File: src/rtl/qr_ddc_pkg.sv
package qr_ddc_pkg;

  // Quarter-rate oscillator phase: 0..3
  typedef logic [1:0] qr_phase_t;

  // Mixing coefficient applied to one lane
  typedef enum logic [1:0] {
    CF_ZERO = 2'd0,
    CF_POS  = 2'd1,
    CF_NEG  = 2'd2
  } qr_coef_e;

  // Cosine at fs/4: +1, 0, -1, 0
  function automatic qr_coef_e qr_cos_coef(input qr_phase_t ph);
    case (ph)
      2'd0:    return CF_POS;
      2'd2:    return CF_NEG;
      default: return CF_ZERO;
    endcase
  endfunction

  // Negated sine at fs/4: 0, -1, 0, +1
  function automatic qr_coef_e qr_nsin_coef(input qr_phase_t ph);
    case (ph)
      2'd1:    return CF_NEG;
      2'd3:    return CF_POS;
      default: return CF_ZERO;
    endcase
  endfunction

endpackage

File: src/rtl/qr_phase_seq.sv
module qr_phase_seq
  import qr_ddc_pkg::*;
(
  input  logic      clk,
  input  logic      rst,
  input  logic      advance,
  output qr_phase_t phase
);

  qr_phase_t phase_q;

  always_ff @(posedge clk) begin
    if (rst)          phase_q <= '0;
    else if (advance) phase_q <= phase_q + 2'd1;
  end

  assign phase = phase_q;

  // every accepted sample moves the oscillator one quarter turn
  a_r4_phase_step: assert property (@(posedge clk) disable iff (rst)
    advance |=> (phase_q == 2'($past(phase_q) + 2'd1)));

  // idle cycles leave the oscillator where it was
  a_r5_phase_hold: assert property (@(posedge clk) disable iff (rst)
    !advance |=> $stable(phase_q));

  // reset returns to phase 0
  a_r1_phase_reset: assert property (@(posedge clk)
    rst |=> (phase_q == 2'd0));

endmodule

File: src/rtl/qr_mix_lane.sv
module qr_mix_lane
  import qr_ddc_pkg::*;
#(
  parameter int IN_W  = 8,
  parameter int OUT_W = 16
) (
  input  logic                    clk,
  input  logic                    rst,
  input  logic                    load,
  input  qr_coef_e                coef,
  input  logic signed [IN_W-1:0]  sample,
  output logic signed [OUT_W-1:0] value
);

  // One bit of headroom so negating the most negative input fits
  localparam int SHIFT = OUT_W - IN_W - 1;
  localparam int EXT   = OUT_W - IN_W;
  localparam logic signed [IN_W-1:0] IN_MIN = {1'b1, {(IN_W-1){1'b0}}};

  function automatic logic signed [OUT_W-1:0] widen(input logic signed [IN_W-1:0] s);
    logic signed [OUT_W-1:0] w;
    w = {{EXT{s[IN_W-1]}}, s};
    return w <<< SHIFT;
  endfunction

  function automatic logic signed [OUT_W-1:0] mix(input qr_coef_e c,
                                                 input logic signed [OUT_W-1:0] v);
    case (c)
      CF_POS:  return v;
      CF_NEG:  return -v;
      default: return '0;
    endcase
  endfunction

  logic signed [OUT_W-1:0] widened;
  logic signed [OUT_W-1:0] product;
  logic signed [OUT_W-1:0] value_q;

  assign widened = widen(sample);
  assign product = mix(coef, widened);

  always_ff @(posedge clk) begin
    if (rst)       value_q <= '0;
    else if (load) value_q <= product;
  end

  assign value = value_q;

  // a zero coefficient yields zero
  a_r4_zero_coef: assert property (@(posedge clk) disable iff (rst)
    (load && coef == CF_ZERO) |=> (value_q == '0));

  // negating the most negative sample gives a positive result
  a_r6_no_overflow: assert property (@(posedge clk) disable iff (rst)
    (load && coef == CF_NEG && sample == IN_MIN) |=> (value_q > 0));

  // no load, no change
  a_r7_lane_hold: assert property (@(posedge clk) disable iff (rst)
    !load |=> $stable(value_q));

endmodule

File: src/rtl/qr_ddc_top.sv
module qr_ddc_top
  import qr_ddc_pkg::*;
#(
  parameter int IN_W  = 8,
  parameter int OUT_W = 16
) (
  input  logic                    clk,
  input  logic                    rst,
  input  logic                    in_valid,
  input  logic signed [IN_W-1:0]  in_sample,
  output logic                    out_valid,
  output logic signed [OUT_W-1:0] out_i,
  output logic signed [OUT_W-1:0] out_q
);

  localparam int N_LANES = 2;  // lane 0 = I, lane 1 = Q

  qr_phase_t               phase;
  logic                    sample_take;
  qr_coef_e                lane_coef [N_LANES];
  logic signed [OUT_W-1:0] lane_out  [N_LANES];
  logic                    valid_q;

  assign sample_take = in_valid;

  qr_phase_seq u_phase (
    .clk     (clk),
    .rst     (rst),
    .advance (sample_take),
    .phase   (phase)
  );

  for (genvar k = 0; k < N_LANES; k++) begin : g_lane
    if (k == 0) begin : g_cos
      assign lane_coef[k] = qr_cos_coef(phase);
    end else begin : g_sin
      assign lane_coef[k] = qr_nsin_coef(phase);
    end

    qr_mix_lane #(.IN_W(IN_W), .OUT_W(OUT_W)) u_lane (
      .clk    (clk),
      .rst    (rst),
      .load   (sample_take),
      .coef   (lane_coef[k]),
      .sample (in_sample),
      .value  (lane_out[k])
    );
  end

  always_ff @(posedge clk) begin
    if (rst) valid_q <= 1'b0;
    else     valid_q <= in_valid;
  end

  assign out_valid = valid_q;
  assign out_i     = lane_out[0];
  assign out_q     = lane_out[1];

  // valid follows the input one edge later
  a_r2_valid_rise: assert property (@(posedge clk) disable iff (rst)
    in_valid |=> out_valid);
  a_r2_valid_fall: assert property (@(posedge clk) disable iff (rst)
    !in_valid |=> !out_valid);

  // at fs/4 only one of I and Q can be nonzero for any sample
  a_r4_one_lane: assert property (@(posedge clk) disable iff (rst)
    out_valid |-> (out_i == '0 || out_q == '0));

  // outputs hold across idle cycles
  a_r7_hold: assert property (@(posedge clk) disable iff (rst)
    !in_valid |=> ($stable(out_i) && $stable(out_q)));

  // reset clears the outputs
  a_r1_reset_clear: assert property (@(posedge clk)
    rst |=> (!out_valid && out_i == '0 && out_q == '0));

endmodule

File: config.mk
export PLATFORM = sky130hd
export DESIGN_NAME = qr_ddc_top
export DESIGN_NICKNAME = d
export VERILOG_FILES = /design/src/rtl/qr_ddc_pkg.sv /design/src/rtl/qr_phase_seq.sv /design/src/rtl/qr_mix_lane.sv /design/src/rtl/qr_ddc_top.sv
export SDC_FILE = /design/constraint.sdc
export NUM_CORES = 1
export LEC_CHECK = 0
export ABC_AREA = 1
export BUFFER_PORTS_ARGS = -buffer_cell sky130_fd_sc_hd__buf_2
export CAP_MARGIN = 25
export CORE_MARGIN = 10
export CORE_UTILIZATION = 35
export DETAILED_ROUTE_END_ITERATION = 10
export PLACE_DENSITY_LB_ADDON = 0.08
export SLEW_MARGIN = 20
export SYNTH_ARGS = -nofsm -noshare
export SYNTH_HDL_FRONTEND = slang
export SYNTH_SLANG_ARGS = --single-unit
export TNS_END_PERCENT = 1
File: constraint.sdc
create_clock -name clk -period 2.2 [get_ports clk]
set_input_delay 0.11 -clock clk [delete_from_list [all_inputs] [get_ports clk]]
set_output_delay 0.11 -clock clk [all_outputs]
set_load 0.005 [all_outputs]
==> Word level (Yosys, flattened, before mapping) <==
Cells that the tools add are included.
{ "classes": {"n_addsub": 2, "n_mul": 0, "n_div": 0, "n_lt_le_gt_ge": 0, "n_eq_ne": 7, "n_shift": 0, "muxes": 4, "bitwise_logic": 0, "reduce_logical": 1} }
{ "op_table": {"columns": ["cell", "count"], "rows": [
  ["16-bit case mux with 2 select lines", 2],
  ["15-bit negator with 16-bit output", 1],
  ["2-bit equality test (second input constant)", 4],
  ["2-bit case mux with 2 select lines", 2],
  ["2-bit by 1-bit equality test with 1-bit output (second input constant)", 3],
  ["2-bit by 1-bit adder with 2-bit output (second input constant)", 1],
  ["2-bit logical NOT", 1]
]} }
{ "word_totals": {"register_bits": 35, "latch_bits": 0, "ramBits": 0, "romBits": 0, "inputBits": 11, "out_inout_bits": 33, "word_cells": 18, "mem_count": 0} }

==> Longest topological paths before layout <==
{ "logic_depth": {"word_depth": 4, "depth_mapped": 8} }

==> By module <==
Synthesis repeated with hierarchy kept, for this count alone.
{ "hier_totals": {"cells_unflattened": 225, "area_unflattened_um2": 1403.8} }
{ "by_module_without_submodules": {"columns": ["mod", "n_inst", "cells_each", "area_per_inst_um2"], "rows": [
  ["qr_mix_lane", 2, 102, 636.9],
  ["qr_phase_seq", 1, 11, 76.3],
  ["qr_ddc_top", 1, 10, 53.8]
]} }

==> Least setup slack after synthesis <==
Ideal clock, no wire load.
{ "synth_timing": {"path_type": "reg2reg", "startpoint": "reg u_phase.phase_q[0], in the netlist u_phase.phase[0]", "endpoint": "reg g_lane[0].u_lane.value_q[8]", "t_arrival_ns": 1.083, "t_required_ns": 2.144, "path_slack_ns": 1.061, "stages_incl_launch_ff": 7, "n_path_buf": 1, "cell_sequence": "dfxtp_1 -> inv_1 -> ha_1 -> clkbuf_1 -> nand2_1 -> a31o_2 -> inv_1"} }
{ "synth_via": {"elab_chain_len": 4, "word_cells_on_any_way": 6, "cone_classes": "eq/ne: 3; mux: 2; reduce/logical: 1"} }
{ "synth_lines": {"columns": ["element", "line_no", "rtl"], "rows": [
  ["start: declaration", "qr_phase_seq.sv:10", "qr_phase_t phase_q;"],
  ["start signal: assignment", "qr_phase_seq.sv:14", "else if (advance) phase_q <= phase_q + 2'd1;"],
  ["2-bit equality test or 2-bit logical NOT (tied branches)", "qr_ddc_pkg.sv:15", "case (ph)"],
  ["2-bit case mux with 2 select lines *", "qr_ddc_pkg.sv:15", null],
  ["2-bit equality test or 2-bit by 1-bit equality test with 1-bit output (tied branches)", "qr_mix_lane.sv:28", "case (c)"],
  ["16-bit case mux with 2 select lines *", "qr_mix_lane.sv:28", null],
  ["end signal: assignment", "qr_mix_lane.sv:44", "else if (load) value_q <= product;"],
  ["end: declaration", "qr_mix_lane.sv:37", "logic signed [OUT_W-1:0] value_q;"]
]} }
Mark *: on every way between the ends. The rest lies on a longest branch, timed or not.
A chain may end at the register's enable or synchronous reset.

==> Worst setup path after layout <==
Ends and elaborated chain as after synthesis.

==> results.toml <==
[outcome]
status = "complete, no violations"

[worst_hold_path]
holdPathEnd = "g_lane[1].u_lane.value[13]"
hp-class = "primary input to register"
hold_depth = 3
hold_start = "in_sample[6]"

[synth]
ys_seq_area_share_pct = 35.6
synthMuxAreaShare_pct = 0
ys_top_cells_by_area = "dfxtp_1, a21oi_1, buf_4, o21ai_0, nand3_1"
synth-xor-area-share_pct = 0
yosys_warnings = 0
synth_top_area_share_pct = 35.6
ys_types = 20
synth_top_family_by_area = "compound AO/OA/AOI/OAI gates"
synthAdderAreaFrac_pct = 5.30
ys_ff_latch = 21
avgSynthCellArea_sq_um = 7.43
yosys.area.top_type = "dfxtp_1"
synth-compound-area-share_pct = 24.3
synthSimpleGateAreaFrac_pct = 17.2
synth_cells = 159
syn-cell-area_sq_um = 1180

[die]
row_count = 21
die_height_um = 78.1
start_util_pct = 35.7
core-area_sq_um = 3310
dieArea_sq_um = 6100
die_x_um = 78.1
io_pins = 44

[drt]
first_pass_iters = 4
wl_per_cell_um = 14.0
drcViolationCount = 0
via_count = 1096
drt-vias-per-instance = 4.77
ant_nets = 0
drtIter0Drc = 88
totalWireLength_um = 3210

[cts]
cts_hold_buffers = 1
numClockSinks = 21
cts_tree = "built"
clk_latency_ns = 0.30
cts_buffer_depth = 2
h-tree-depth = 1
cts_made_buffers = 3
cts_root_buf = "clkbuf_4"
cts_resized = 0
postCtsSetupBuffers = 0
clkTransAtPathRegs_ns = 0.12

[worst_setup_path]
crit_top_cell = "inv_1"
crit_slowest_cell = "ha_1"
crit_fanout = 9
crit_arrival_ns = 1.54
crit_type = "register to register"
path_cells = "inv_1 > ha_1 > nand2_1 > a31o_2 > inv_1"
reg2reg_slack_ns = 0.93
reg2reg_from = "u_phase.phase[0]"
crit_required_ns = 2.46
reg2reg_depth = 5
crit_path_start_kind = "register"
cp_num_buf_inv = 2
rr_endpoint = "g_lane[0].u_lane.value[8]"
cpPeakStageDelay_ns = 0.38
cp_top_family = "adder cells"
crit_path_end_kind = "register"

[place]
pre_cts_slack_ns = 0.940
gp_congestion = 0.749
placed_area_sq_um = 1280
placement.io_buffers = 29
hpwlAfterDp_um = 2360
place_inst = 225

[finish]
final_cells = 230
synthToLayoutAreaGrowth_pct = 11.7
fill_cells = 364
layout_common_cells = "a21oi_1, buf_2, dfxtp_1, o21ai_0"
layout_commonest_cell = "a21oi_1"
design_area_sq_um = 1320
final_util_pct = 39.8
diodes = 0
fin_nets = 201
drive_gt1_share_pct = 26.1

[timing]
setup_ws_ns = 0.925
fin_skew_ns = 0.00153
hold_viol_final = 0
period_needed_ns = 1.27
slew_violations = 0
rsz0062_at_grt = "no"
final-setup-viol-count = 0
min_period_over_period_pct = 57.9
fin_tns_setup_ns = 0
fin_hold_ws_ns = 0.155
max_freq_mhz = 784

[global_routing]
grt_pass1_vias = 1146
overflow = 0
grt_pass1_wl_um = 5240
grt_max_degree = 21
grtUsageTotal_pct = 10.2
antenna_found_initial = 0

[power]
powerDensity_nw_per_um2 = 584
ir_drop_mv = 0.230
finalPower_uw = 770
p_leak_nw = 0.619

[run]
cap_violations = 0
[cell families (layout without fill, tap and decap cells)]
logic type	after synthesis	count (layout)
AO/OA/AOI/OAI	55	55
adder cells (fa/ha/maj)	5	5
buffers and inverters	36	48
flip-flops	21	21
other	1	14
AND/OR/NAND/NOR	41	41
[cells in the mapped netlist, drive strengths merged]
cell and number:
a21oi 30, o21ai 23, dfxtp 21, buf 18, nand2 17, nand3 17, inv 14, nor2 6
ha 5, clkbuf 4, a31o 2, conb 1, or2 1
[sequential cells by signal, indices dropped and copies added, names as in the netlist]
register	count
g_lane.u_lane.value	18
out_valid	1
u_phase.phase	2
[routing by layer]
layer | share of wire [%] | vias to the layer above | wire (um) | GRT usage (%)
met3 | 9.6 | 2 | 307 | 4.10
met4 | 0.69 | 0 | 22 | 4.30
met1 | 44 | 487 | 1420 | 11.3
li1 | - | 559 | - | -
met2 | 45 | 48 | 1460 | 16.9
met5 | 0 | - | 0 | 0
[power by group]
group	internal, mW	total (mW)	switching [mW]	leakage, nW
registers	0.407	0.419	0.0124	0.174
clock network	0.0707	0.188	0.118	0.0150
logic	0.0599	0.163	0.103	0.430
[worst max path at each step]
stage / start / to / slack [ns] / depth (start not counted)
after floorplan: u_phase.phase[0] / g_lane[0].u_lane.value[8] / 1.06 / 6
after global placement: u_phase.phase[0] / g_lane[0].u_lane.value[8] / 1.02 / 5
after detailed placement: u_phase.phase[0] / g_lane[0].u_lane.value[8] / 0.94 / 5
after CTS: u_phase.phase[0] / g_lane[0].u_lane.value[8] / 0.91 / 5
after global routing: u_phase.phase[0] / g_lane[0].u_lane.value[8] / 0.82 / 5
final: u_phase.phase[0] / g_lane[0].u_lane.value[8] / 0.93 / 5
[worst reg2reg max path, cell delays in order, from the launching register on]
cell,delay (ns)
dfxtp_1,0.35
inv_1,0.12
ha_1,0.38
nand2_1,0.09
a31o_2,0.25
inv_1,0.04
[layout make-up]
class	count	area, sq um	area share [%]
flip-flops and latches	21	420	31.9
multi-input cells	115	604	45.8
clock buffers	4	26.3	1.99
inverters	14	55.1	4.17
repair buffers	30	155	11.8
well taps	46	57.6	4.36
Power figures use the tool's default switching activity.
